## config.mk

```make
export PLATFORM = sky130hd
export DESIGN_NAME = simd_lane_adder
export DESIGN_NICKNAME = d
export VERILOG_FILES = /design/src/rtl/simd_add_pkg.sv /design/src/rtl/lane_cut_gen.sv /design/src/rtl/seg_adder.sv /design/src/rtl/packed_add_core.sv /design/src/rtl/simd_lane_adder.sv
export SDC_FILE = /design/constraint.sdc
export NUM_CORES = 1
export LEC_CHECK = 0
export CORE_AREA = 2 2 151 153
export CTS_CLUSTER_SIZE = 14
export DETAILED_ROUTE_END_ITERATION = 6
export DIE_AREA = 0 0 153 155
export PLACE_DENSITY = 0.85
export SETUP_SLACK_MARGIN = 0.3
export SYNTH_ARGS = -nofsm -noshare
export SYNTH_HDL_FRONTEND = slang
export SYNTH_SLANG_ARGS = --single-unit
```

## constraint.sdc

```tcl
create_clock -name clk_i -period 1.9 [get_ports clk_i]
set_clock_uncertainty 0.1 [all_clocks]
set_input_delay 0.19 -clock clk_i [delete_from_list [all_inputs] [get_ports clk_i]]
set_output_delay 0.19 -clock clk_i [all_outputs]
set_load 0.05 [all_outputs]
```

## src/rtl/simd_add_pkg.sv

```systemverilog
package simd_add_pkg;
  parameter int unsigned VEC_W   = 128;
  parameter int unsigned SEG_W   = 8;
  parameter int unsigned NUM_SEG = VEC_W / SEG_W;

  typedef enum logic [1:0] {
    LANE_B8  = 2'b00,
    LANE_H16 = 2'b01,
    LANE_W32 = 2'b10,
    LANE_RSV = 2'b11
  } lane_mode_e;
endpackage

```

## src/rtl/lane_cut_gen.sv

```systemverilog
// Marks every byte slice that starts a new lane; the carry into such a slice is cut.
module lane_cut_gen
  import simd_add_pkg::*;
#(
  parameter int unsigned N_SEG = NUM_SEG
) (
  input  lane_mode_e       mode_i,
  output logic [N_SEG-1:0] cut_o,
  output logic             mode_ok_o
);
  for (genvar k = 0; k < N_SEG; k++) begin : g_cut
    localparam bit START_H = (k % 2) == 0;
    localparam bit START_W = (k % 4) == 0;
    always_comb begin
      unique case (mode_i)
        LANE_B8:  cut_o[k] = 1'b1;
        LANE_H16: cut_o[k] = START_H;
        LANE_W32: cut_o[k] = START_W;
        default:  cut_o[k] = 1'b1;
      endcase
    end
  end

  assign mode_ok_o = (mode_i != LANE_RSV);
endmodule

```

## src/rtl/seg_adder.sv

```systemverilog
module seg_adder #(
  parameter int unsigned W = 8
) (
  input  logic [W-1:0] a_i,
  input  logic [W-1:0] b_i,
  input  logic         ci_i,
  output logic [W-1:0] s_o,
  output logic         co_o
);
  assign {co_o, s_o} = {1'b0, a_i} + {1'b0, b_i} + {{W{1'b0}}, ci_i};
endmodule

```

## src/rtl/packed_add_core.sv

```systemverilog
module packed_add_core #(
  parameter int unsigned VW = 128,
  parameter int unsigned SW = 8
) (
  input  logic [VW-1:0]    opa_i,
  input  logic [VW-1:0]    opb_i,
  input  logic [VW/SW-1:0] cut_i,
  output logic [VW-1:0]    sum_o
);
  localparam int unsigned NS = VW / SW;

  logic [NS-1:0] co;
  logic [NS-1:0] ci;

  for (genvar k = 0; k < NS; k++) begin : g_seg
    if (k == 0) begin : g_first
      assign ci[k] = 1'b0;
    end else begin : g_rest
      assign ci[k] = co[k-1] & ~cut_i[k];
    end
    seg_adder #(.W(SW)) i_seg (
      .a_i (opa_i[k*SW +: SW]),
      .b_i (opb_i[k*SW +: SW]),
      .ci_i(ci[k]),
      .s_o (sum_o[k*SW +: SW]),
      .co_o(co[k])
    );
  end

  // The slice 0 boundary is always a lane start; the final carry out is discarded.
  logic unused_tail;
  assign unused_tail = co[NS-1] ^ cut_i[0];
endmodule

```

## src/rtl/simd_lane_adder.sv

```systemverilog
module simd_lane_adder
  import simd_add_pkg::*;
(
  input  logic               clk_i,
  input  logic               rst_ni,
  input  logic               valid_i,
  input  logic [1:0]         lane_mode_i,
  input  logic [VEC_W-1:0]   opa_i,
  input  logic [VEC_W-1:0]   opb_i,
  output logic               valid_o,
  output logic [VEC_W-1:0]   sum_o
);
  logic [NUM_SEG-1:0] cut;
  logic               mode_ok;
  logic [VEC_W-1:0]   raw_sum;
  logic [VEC_W-1:0]   sum_d;

  lane_cut_gen #(.N_SEG(NUM_SEG)) i_cut (
    .mode_i   (lane_mode_e'(lane_mode_i)),
    .cut_o    (cut),
    .mode_ok_o(mode_ok)
  );

  packed_add_core #(.VW(VEC_W), .SW(SEG_W)) i_core (
    .opa_i(opa_i),
    .opb_i(opb_i),
    .cut_i(cut),
    .sum_o(raw_sum)
  );

  assign sum_d = mode_ok ? raw_sum : '0;

  always_ff @(posedge clk_i or negedge rst_ni) begin
    if (!rst_ni) begin
      valid_o <= 1'b0;
      sum_o   <= '0;
    end else begin
      valid_o <= valid_i;
      if (valid_i) sum_o <= sum_d;
    end
  end
endmodule

```

After elaboration in Yosys (flattened, before gate mapping)
Cells that the tools add are included.

Add/sub/neg operators: 28. Equality and inequality tests: 3. Muxes and demuxes: 1. Bitwise operators: 12. Reductions and logical operators: 1.

Operators by type and width (count): 128-bit two-way mux (1); 8-bit by 8-bit adder with 9-bit output (12); 9-bit by 1-bit adder with 9-bit output (8); 8-bit by 1-bit adder with 8-bit output (4); 8-bit adder (4); 1-bit bitwise AND (12); 2-bit by 1-bit equality test with 1-bit output (second input constant) (1); 2-bit equality test (second input constant) (1); 2-bit != test (second input constant) (1); 2-bit OR reduction (1).

Bits in registers: 129. Bits of input ports: 261. Output and inout bits: 129. Logic and storage cells: 47.

Logic depth before layout (Yosys ltp)
Depth in word-level cells: 9. Depth in mapped cells: 29. Depth with buffers taken out: 29.

Cells and area by module
Synthesis repeated with hierarchy kept, for this count alone.

Cells, all modules: 1249. Area, all modules: 10874.2 µm².

Modules (own cells, without submodules): simd_lane_adder (times used 1, cells each 555, area each 5231.3 µm², seq. area each 3228.1 µm²); seg_adder at i_core.g_seg[10].i_seg ... (times used 10, cells each 42, area each 331.6 µm², seq. area each 0.0 µm²); seg_adder at i_core.g_seg[12].i_seg ... (times used 2, cells each 40, area each 331.6 µm², seq. area each 0.0 µm²); seg_adder at i_core.g_seg[8].i_seg ... (times used 2, cells each 39, area each 322.8 µm², seq. area each 0.0 µm²); seg_adder at i_core.g_seg[0].i_seg (times used 1, cells each 42, area each 350.3 µm², seq. area each 0.0 µm²); seg_adder at i_core.g_seg[7].i_seg (times used 1, cells each 38, area each 312.8 µm², seq. area each 0.0 µm²); packed_add_core (times used 1, cells each 16, area each 210.2 µm², seq. area each 0.0 µm²); lane_cut_gen (times used 1, cells each 20, area each 145.1 µm², seq. area each 0.0 µm²).

Least setup slack after synthesis
No wires, ideal clock.

Path type: input-to-reg. From: input opa_i[0]. To: register sum_o[30]. Setup time: 0.110 ns. Arrival time: 6.007 ns. Data required time: 1.690 ns. Slack: -4.317 ns. Stages: 29. Path buffers: 0. Cells stage by stage: ha_1 > inv_1 > fa_1 > nor2b_4 > o31a_1 > o21a_1 > o21ai_0 > a211o_1 > fa_1 > fa_1 > nand2b_1 > a21oi_1 > o21a_1 > o21a_1 > o31ai_1 > fa_1 > fa_1 > nor2b_4 > o31a_1 > o21a_1 > o21ai_0 > a211o_1 > fa_1 > fa_1 > nor2b_1 > o21ai_0 > a21oi_1 > nor3_1 > o41ai_1.

Cells in the longest elaborated chain, start to end: 8.

RTL lines: start: declaration (line simd_lane_adder.sv:8) `input logic [VEC_W-1:0] opa_i,`; 8-bit by 8-bit adder with 9-bit output (line seg_adder.sv:10) `assign {co_o, s_o} = {1'b0, a_i} + {1'b0, b_i} + {{W{1'b0}}, ci_i};`; 1-bit bitwise AND (line packed_add_core.sv:19) `assign ci[k] = co[k-1] & ~cut_i[k];`; 9-bit by 1-bit adder with 9-bit output (line seg_adder.sv:10); 1-bit bitwise AND (line packed_add_core.sv:19); 9-bit by 1-bit adder with 9-bit output (line seg_adder.sv:10); 1-bit bitwise AND (line packed_add_core.sv:19); 8-bit by 1-bit adder with 8-bit output (line seg_adder.sv:10); 128-bit two-way mux (line simd_lane_adder.sv:31) `assign sum_d = mode_ok ? raw_sum : '0;`; end signal: assignment (line simd_lane_adder.sv:39) `if (valid_i) sum_o <= sum_d;`; end: declaration (line simd_lane_adder.sv:11) `output logic [VEC_W-1:0] sum_o`.

No other way between the ends. A chain may end at the register's enable or synchronous reset.

Worst setup path after layout
From: input opa_i[96]. To: register sum_o[125].

The elaborated chain is that of the path after synthesis.

==> flow_summary.json <==
{
  "status": "complete, but fails checks",
  "violations": "setup timing",
  "num_io_pins": 390,
  "synth-warning-count": 0,
  "max_freq_ghz": 0.159,
  "worst_slew_pin_slew_ns": 0.612,
  "route.vias.total": 13000,
  "initial_utilization_pct": 44.3,
  "clock_tree_from_tritoncts": "done",
  "cts-htree-levels": 4,
  "min_to": "sum_o[64]",
  "synth_async_sr_flop_share_pct": 100,
  "grt_util_all_layers_pct": 35.2,
  "hold_path_startpoint": "opb_i[64]",
  "hold_depth": 4,
  "biggest_area_consumer_among_synthesized_cells": "sky130_fd_sc_hd__dfrtp_1",
  "filler_cell_count": 980,
  "final_report_hold_violation_count": 0,
  "crit_slowest_cell": "sky130_fd_sc_hd__fa_2",
  "critPathLaunchType": "input port",
  "grt_pass1_vias": 12600,
  "clkLatencyLatePin_ns": 0.42,
  "vdd_drop_max_uv": 589,
  "setup.worst_path.class": "input port to flip-flop",
  "drt.antenna.violating_nets": 0,
  "place.port_buffers": 389,
  "postRouteWirelength_mm": 53.0,
  "finalWorstSetupSlack_ns": -4.39,
  "rrSetupSlack_ns": 0.98,
  "worst_setup_end_kind": "flip-flop",
  "power_w": 0.0143,
  "seq_area_sq_mm": 0.00323,
  "design_area_sq_mm": 0.0190,
  "dpl.hpwl_mm": 28.9,
  "ys_types": 35,
  "fp.dieH_um": 155,
  "grt_antenna_before_repair": 0,
  "net_count_of_the_finished_layout": 2166,
  "finalMaxSlewViolations": 0,
  "drt_iter0_drc": 1164,
  "post_synth_edffs": 0,
  "final_min_period_over_clock_period_pct": 331,
  "core_area_sq_mm": 0.0222,
  "wl_per_cell_um": 25.7,
  "commonest_cells_after_routing_fill_and_taps_aside": "sky130_fd_sc_hd__buf_4, sky130_fd_sc_hd__clkdlybuf4s50_1, sky130_fd_sc_hd__dfrtp_1, sky130_fd_sc_hd__dlymetal6s2s_1, sky130_fd_sc_hd__ha_1",
  "r2r_start": "sum_o[89]",
  "path_common_cell": "sky130_fd_sc_hd__fa_2",
  "max_cap_violations": 0,
  "cts.reportedPaths.clkPinSlew_ns": 0.07,
  "overflow": 0,
  "setup_repair_after_global_routing_missed_its_margin": "yes",
  "synthesis.area_sq_mm": 0.00985,
  "synth.top_cells.by_area": "sky130_fd_sc_hd__dfrtp_1, sky130_fd_sc_hd__ha_1, sky130_fd_sc_hd__fa_1, sky130_fd_sc_hd__o21a_1, sky130_fd_sc_hd__o31ai_1",
  "antenna_cells": 0,
  "synth_top_flop_cell": "sky130_fd_sc_hd__dfrtp_1",
  "synth_seq_cells": 129,
  "global_route_wire_length_before_repair_mm": 65.9,
  "drc": 0,
  "clock_tree.buffer_depth": 2,
  "multi_input_comb_area_sq_mm": 0.00745,
  "critPathMaxFanout": 3,
  "pin_count_of_the_biggest_net_entering_global_routing": 53,
  "rows": 55,
  "reg2reg_depth": 2,
  "final_common_cell": "sky130_fd_sc_hd__buf_4",
  "cp_data_arrival_time_ns": 6.51,
  "drtPass1Iterations": 6,
  "root_buffer_master": "sky130_fd_sc_hd__clkbuf_16",
  "syn_inst": 1039,
  "cts_buffers": 17,
  "timing.rr.end": "sum_o[89]",
  "worst_ep_required_time_ns": 2.12,
  "mean_post_synth_cell_area_sq_um": 9.48,
  "clock_sink_count": 129,
  "synthesis.nets": 1442,
  "static-leakage-power_nw": 9.66,
  "final_layout_size_suffix_gt1_share_pct": 38.3,
  "placed_area_sq_mm": 0.0158,
  "vias_per_cell": 6.32,
  "area_of_the_die_sq_mm": 0.0237,
  "synthToLayoutAreaGrowth_pct": 93.2,
  "power_density_mw_per_mm2": 754,
  "timing.critical_path.slowest_cell_delay_ns": 0.39,
  "hold_path.class": "input port to flip-flop",
  "yosysSeqAreaShare_pct": 32.8,
  "report.final.setup_viol": 96,
  "finalWeightedCongestion": 0.945,
  "timing.max_slew.rel_slack_pct": 58.2,
  "post-route-min-period_ns": 6.29,
  "width_of_the_die_um": 153,
  "synthDominantCellAreaShare_pct": 32.8
}
[flip-flops by register name (all words and copies together) (netlist names)]
signal	flops
sum_o	128
valid_o	1
[logic make-up after synthesis]
logic type	count (synthesis)	synth area share (%)
xor gates and xnor gates	28	2.49
AOI/OAI and AO/OA	360	26.6
and+or+nand+nor	258	13.1
DFF	129	32.8
buffers and inverters	122	4.80
adders and majority gates	142	20.2
[synth_stat cells (24+ instances only)]
library cell                instances
sky130_fd_sc_hd__inv_1             82
sky130_fd_sc_hd__nand2_1           80
sky130_fd_sc_hd__dfrtp_1          129
sky130_fd_sc_hd__o21ai_0           68
sky130_fd_sc_hd__fa_1              28
sky130_fd_sc_hd__ha_1             114
sky130_fd_sc_hd__o31ai_1           52
sky130_fd_sc_hd__o21a_1            68
sky130_fd_sc_hd__a2111oi_0         24
sky130_fd_sc_hd__clkbuf_1          24
sky130_fd_sc_hd__nor2_1            69
sky130_fd_sc_hd__a21o_1            28
sky130_fd_sc_hd__nor3_1            32
[worst max-delay path, delay by kind of cell]
kind	cells	cell delay [ns]
compound gates	15	2.93
buf+inv	4	0.35
fa+ha+maj	7	2.42
simple gates	5	0.62
[power breakdown]
group          switching [W]  leakage, nW  internal (W)
clock network        0.00143        0.277       0.00204
registers           0.000336         1.61       0.00319
logic                0.00416         7.78       0.00319
total                0.00593         9.66       0.00842
[final cells by class]
cell class                 instances  area share (%)
clock buffer                      20            2.45
clock inverter                    12           0.697
inverter                          82            1.64
multi-input combinational        788            39.1
sequential                       129            17.0
tap                              285            1.87
timing repair buffer             745            37.2
[how the worst max path moves through the flow]
stage	startpoint	endpoint	slack, ns
5_1_grt	opa_i[64]	sum_o[94]	-4.53
4_1_cts	opb_i[64]	sum_o[94]	-4.19
3_5_place_dp	opa_i[32]	sum_o[62]	-4.80
6_report	opa_i[96]	sum_o[125]	-4.39
3_3_place_gp	opa_i[32]	sum_o[62]	-4.58
2_1_floorplan	opa_i[96]	sum_o[126]	-3.80
[stage by stage]
step | util (%) | std cells | setup TNS (ns) | setup WS [ns] | hold slack [ns]
global placement | 71.2 | 1894 | -276.94 | -4.58 | 0.0340
floorplan | - | 1039 | -202.59 | -3.80 | -0.206
detailed placement | 71.2 | 1894 | -288.95 | -4.80 | 0.0381
finish | 85.6 | 2061 | -238.13 | -4.39 | 0.0320
CTS | 79.4 | 2006 | -215.66 | -4.19 | 0.00803
global route | 85.6 | 2061 | -247.44 | -4.53 | 0.0164
[routing by layer]
metal | share of wire [%] | track usage, %
met1 | 33 | 39.5
met4 | 8.8 | 19.5
met3 | 10 | 7.91
met5 | 0 | 0
met2 | 48 | 62.1
[repair_timing]
item / 4_1_cts / 5_1_grt
pin swaps: 145 / 163
setup endpoints to repair: 214 / 186
gates resized for setup: 326 / 248
hold buffers: 1 / 0
setup buffers: 79 / 55
hold endpoints to repair: 108 / 0
Note: power is estimated with default switching activity, not from simulation.
